$ cat src/rtl/stepper_seq_pkg.sv
package stepper_seq_pkg;
  localparam int POS_W = 3;
  localparam int NPOS  = 1 << POS_W;

  typedef logic [POS_W-1:0] pos_t;

  typedef struct packed {
    logic a;
    logic a_n;
    logic b;
    logic b_n;
  } drive_t;

  // Eight-entry half-step cycle; even positions energise two windings.
  function automatic drive_t drive_of(pos_t p);
    drive_t d;
    d.a   = (p <= pos_t'(2));
    d.a_n = (p >= pos_t'(4)) && (p <= pos_t'(6));
    d.b   = (p >= pos_t'(2)) && (p <= pos_t'(4));
    d.b_n = (p >= pos_t'(6)) || (p == pos_t'(0));
    return d;
  endfunction
endpackage

$ cat src/rtl/seq_sync.sv
module seq_sync #(
  parameter int W      = 1,
  parameter int STAGES = 2
) (
  input  logic         clk,
  input  logic         rst_n,
  input  logic [W-1:0] d,
  output logic [W-1:0] q
);
  logic [W-1:0] st [STAGES];

  for (genvar g = 0; g < STAGES; g++) begin : g_stage
    if (g == 0) begin : g_first
      always_ff @(posedge clk or negedge rst_n) begin
        if (!rst_n) st[g] <= '0;
        else        st[g] <= d;
      end
    end else begin : g_next
      always_ff @(posedge clk or negedge rst_n) begin
        if (!rst_n) st[g] <= '0;
        else        st[g] <= st[g-1];
      end
    end
  end

  assign q = st[STAGES-1];
endmodule

$ cat src/rtl/step_edge_det.sv
module step_edge_det (
  input  logic clk,
  input  logic rst_n,
  input  logic lvl,
  input  logic rise_only,
  output logic step
);
  logic prev;

  always_ff @(posedge clk or negedge rst_n) begin
    if (!rst_n) prev <= 1'b0;
    else        prev <= lvl;
  end

  always_comb begin
    step = (lvl && !prev) || (!rise_only && !lvl && prev);
  end
endmodule

$ cat src/rtl/phase_pos_ctr.sv
module phase_pos_ctr
  import stepper_seq_pkg::*;
(
  input  logic clk,
  input  logic rst_n,
  input  logic clr,
  input  logic step,
  input  logic half,
  input  logic rev,
  output pos_t pos
);
  pos_t nxt;
  pos_t inc;

  always_comb begin
    if (half || pos[0]) inc = pos_t'(1);
    else                inc = pos_t'(2);
    nxt = rev ? (pos - inc) : (pos + inc);
  end

  always_ff @(posedge clk or negedge rst_n) begin
    if (!rst_n)    pos <= '0;
    else if (clr)  pos <= '0;
    else if (step) pos <= nxt;
  end
endmodule

$ cat src/rtl/phase_drive_out.sv
module phase_drive_out
  import stepper_seq_pkg::*;
(
  input  logic   clk,
  input  logic   rst_n,
  input  logic   clr,
  input  logic   en,
  input  pos_t   pos,
  output drive_t drv
);
  always_ff @(posedge clk or negedge rst_n) begin
    if (!rst_n)          drv <= '0;
    else if (clr || !en) drv <= '0;
    else                 drv <= drive_of(pos);
  end
endmodule

$ cat src/rtl/stepper_phase_seq.sv
module stepper_phase_seq
  import stepper_seq_pkg::*;
#(
  parameter int SYNC_STAGES = 2
) (
  input  logic clk,
  input  logic rst_n,
  input  logic step_clk,
  input  logic half_step,
  input  logic rise_only,
  input  logic reverse,
  input  logic drv_en,
  output logic drv_a,
  output logic drv_a_n,
  output logic drv_b,
  output logic drv_b_n
);
  localparam int NIN = 5;

  logic [NIN-1:0] raw_in;
  logic [NIN-1:0] syn_in;
  logic           rst_sync_n;
  logic           seq_clr;
  logic           stp_s, half_s, rise_s, rev_s, en_s;
  logic           step_pulse;
  pos_t           pos_idx;
  drive_t         drv;

  assign raw_in = {step_clk, half_step, rise_only, reverse, drv_en};

  seq_sync #(.W(1), .STAGES(SYNC_STAGES)) u_rst_sync (
    .clk(clk), .rst_n(rst_n), .d(1'b1), .q(rst_sync_n)
  );

  seq_sync #(.W(NIN), .STAGES(SYNC_STAGES)) u_in_sync (
    .clk(clk), .rst_n(rst_n), .d(raw_in), .q(syn_in)
  );

  assign {stp_s, half_s, rise_s, rev_s, en_s} = syn_in;
  assign seq_clr = !rst_sync_n;

  step_edge_det u_edge (
    .clk(clk), .rst_n(rst_n), .lvl(stp_s), .rise_only(rise_s), .step(step_pulse)
  );

  phase_pos_ctr u_pos (
    .clk(clk), .rst_n(rst_n), .clr(seq_clr), .step(step_pulse),
    .half(half_s), .rev(rev_s), .pos(pos_idx)
  );

  phase_drive_out u_out (
    .clk(clk), .rst_n(rst_n), .clr(seq_clr), .en(en_s), .pos(pos_idx), .drv(drv)
  );

  assign drv_a   = drv.a;
  assign drv_a_n = drv.a_n;
  assign drv_b   = drv.b;
  assign drv_b_n = drv.b_n;
endmodule

$ cat config.mk
export PLATFORM = sky130hd
export DESIGN_NAME = stepper_phase_seq
export DESIGN_NICKNAME = d
export VERILOG_FILES = /design/src/rtl/stepper_seq_pkg.sv /design/src/rtl/seq_sync.sv /design/src/rtl/step_edge_det.sv /design/src/rtl/phase_pos_ctr.sv /design/src/rtl/phase_drive_out.sv /design/src/rtl/stepper_phase_seq.sv
export SDC_FILE = /design/constraint.sdc
export NUM_CORES = 1
export LEC_CHECK = 0
export BUFFER_PORTS_ARGS = -buffer_cell sky130_fd_sc_hd__clkbuf_2
export CORE_MARGIN = 2
export CORE_UTILIZATION = 35
export CTS_CLUSTER_DIAMETER = 30
export DETAILED_ROUTE_END_ITERATION = 16
export PLACE_DENSITY = 0.63
export SYNTH_ARGS = -nofsm -noshare
export SYNTH_HDL_FRONTEND = slang
export SYNTH_SLANG_ARGS = --single-unit
$ cat constraint.sdc
create_clock -name clk -period 1.74 [get_ports clk]
set_input_delay 0.348 -clock clk [delete_from_list [all_inputs] [get_ports clk]]
set_output_delay 0.348 -clock clk [all_outputs]
set_load 0.05 [all_outputs]
==> run_results.csv <==
group,metric,value,unit
run_status,outcome,"complete, but fails checks",
run_status,violations,"hold timing",
detailed_routing,vias,388,
cells_and_area,final_util,41.7,%
cells_and_area,layout_common_cells,"20 x dfrtp_1, 10 x clkbuf_2, 5 x a21oi_1",
flow_run,cap_violations,0,
global_route,grt_overflow,0,
clock_network,htreeDepth,1,
cells_and_area,final_nets,72,
floorplanning,initial_core_util,36.1,%
pwr,total_power,802,uW
timing,fmax,0.620,GHz
timing,skew,0.00231,ns
timing,setup_slack,0.126,ns
pwr,ir_drop,0.000587,V
worst_setup_path,cp.arrival,1.83,ns
placed_design,placed_cells_incl_taps,86,
clock_network,post_cts.repair.setup_buffers,0,
floorplanning,die_w,48.3,um
synth,syn_area,687,sq um
timing,hold_viol,11,
worst_setup_path,critical_path_class,"flip-flop to flip-flop",
global_route,grt_antenna_before_repair,0,
synth,yosys.area.top_type,"dfrtp_1",
synth,postSynthCellCount,49,
synth,syn_area_per_cell,14.0,sq um
floorplanning,fp.dieH,48.3,um
placed_design,pre_cts_ws,0.135,ns
synth,ys_types,19,
cells_and_area,final_common_cell,"dfrtp_1",
detailed_routing,first_pass_iters,2,
cells_and_area,areaGrowthSynthToFinish,15.5,%
synth,yosysWarnings,0,
floorplanning,die_area,2330,sq um
timing,setup_viol,0,
cells_and_area,layout-drive-gt1-share,24.2,%
detailed_routing,vias_per_cell,4.36,
timing,tns,0,ns
floorplanning,placementRows,16,
synth,synth_top_cell_area_share,72.9,%
detailed_routing,wl_met2,397,um
detailed_routing,wl,882,um
detailed_routing,drt_iter0_drc,5,
pwr,p_per_area,1010,nW/um^2
timing,rsz0062_at_grt,"false",
timing,worst_hold_slack,-0.00468,ns
clock_network,root_buffer,"clkbuf_4",
detailed_routing,wl_met1,413,um
worst_hold_path,min_path_type,"input port to asynchronous set/reset pin",
detailed_routing,drc,0,
placed_design,place_congestion,0.763,
clock_network,post_cts_resized,0,
pwr,p_leak,0.000377,uW
timing,period_needed,1.61,ns
detailed_routing,wire_per_inst,9.91,um
detailed_routing,top_layer,"met4",
synth,synth_seq_cells,20,
clock_network,insertion_delay,0.29,ns
detailed_routing,wl_met3,53,um
clock_network,cts-buffers-inserted,3,
floorplanning,ios,11,
clock_network,cts_num_sinks,20,
clock_network,clk_pin_slew_worst_paths,0.10,ns
cells_and_area,antenna-diode-count,0,
worst_setup_path,crit_path_end_kind,"flip-flop",
global_route,grt_pass1_vias,377,
global_route,grt_pass1_wl,1.62,mm
detailed_routing,ant_nets,0,
worst_setup_path,crit_fanout,6,
global_route,track_usage,9.06,%
worst_setup_path,start_kind,"flip-flop",
timing,finalCritPeriodShare,92.7,%
global_route,grt_start_max_net_pins,21,
placed_design,numPortBuffers,10,
placed_design,post-dp-hpwl,655,um
synth,netlist_top_cells_area,"dfrtp_1 73%, a21oi_1 3.6%, fa_1 2.9%",
clock_network,cts_hold_buf,0,
cells_and_area,final_cell_count_no_fill,89,
clock_network,clock_path_buffers,2,
floorplanning,core_area,1900,sq um
synth,yosysSeqAreaShare,72.9,%
cells_and_area,fillers,179,
synth,synth_nets,57,
worst_setup_path,critPathRequiredTime,1.95,ns
clock_network,tritoncts,"done",
timing,slew_violations,0,
## final cells by class
cell class | count | area [sq um] | share of cell area [%]
clock buffer | 3 | 22.5 | 2.84
sequential | 20 | 500 | 63.1
tap | 27 | 33.8 | 4.26
timing repair buffer | 10 | 50.0 | 6.31
multi-input combinational | 27 | 179 | 22.6
inverter | 2 | 7.51 | 0.946
## flip-flops by register name, indices dropped and copies added, names as in the netlist
signal / cells
u_pos.pos: 3
u_in_sync.q: 5
u_rst_sync.st: 1
u_out.drv: 4
u_edge.prev: 1
u_rst_sync.q: 1
u_in_sync.st: 5
## power by group
group          internal, uW  switching, uW
clock network          80.4            123
registers               491           17.5
logic                  34.7           55.3
total                   606            196
## routing by layer
| layer | global-route usage, % | up-vias |
|---|---|---|
| met5 | 0 | - |
| met4 | 4.29 | 0 |
| met3 | 2.16 | 2 |
| met2 | 14.6 | 12 |
| met1 | 11.6 | 186 |
| li1 | - | 188 |
## kinds of logic (layout without fill, tap and decap cells)
family	Yosys count	after routing	synth area share (%)
AO/OA/AOI/OAI	9	9	8.56
XOR/XNOR	1	1	1.28
adder cells (fa/ha/maj)	1	1	2.91
buffers and inverters	2	15	1.09
flip-flops	20	20	72.9
multiplexers	1	1	1.46
other	1	1	0.546
AND/OR/NAND/NOR	14	14	11.3
## path summary, 6_finish.rpt
path	startpoint	to	slack, ns	cells past startpoint
worst max-delay path	u_pos.pos[0]$_DFFE_PN0P_	u_pos.pos[2]$_DFFE_PN0P_	0.13	5
worst min-delay path	rst_n	u_pos.pos[1]$_DFFE_PN0P_	-0.005	1
worst max register to register	u_pos.pos[0]$_DFFE_PN0P_	u_pos.pos[2]$_DFFE_PN0P_	0.13	5
worst min register to register	u_rst_sync.st[1]$_DFF_PN0_	u_rst_sync.q$_DFF_PN0_	0.36	0
max in group asynchronous	rst_n	u_in_sync.st[5]$_DFF_PN0_	1.42	1
min in group clk	step_clk	u_in_sync.st[9]$_DFF_PN0_	0.16	1
## Yosys cell counts (all sizes together)
cell     n
dfrtp   20
a21oi    6
nand2    3
and2     2
inv      2
nand2b   2
nand3    2
nor2     2
a21bo    1
a21o     1
conb     1
fa       1
mux2i    1
nor3     1
nor3b    1
o21a     1
or3b     1
xnor2    1
## worst max-delay path: stages (launching register included)
cell	delay, ns
dfrtp_1	0.44
o21a_1	0.22
fa_1	0.40
xnor2_1	0.13
a21oi_1	0.14
mux2i_1	0.21
## metrics by stage
step / hold slack (ns) / instance area (sq um)
final: -0.00468 / 793
after CTS: 0.00769 / 793
after floorplan: 0.0524 / 687
after global placement: 0.326 / 771
after global routing: 0.0338 / 793
after detailed placement: 0.331 / 771
No activity file was read; power rests on OpenSTA's default activity.
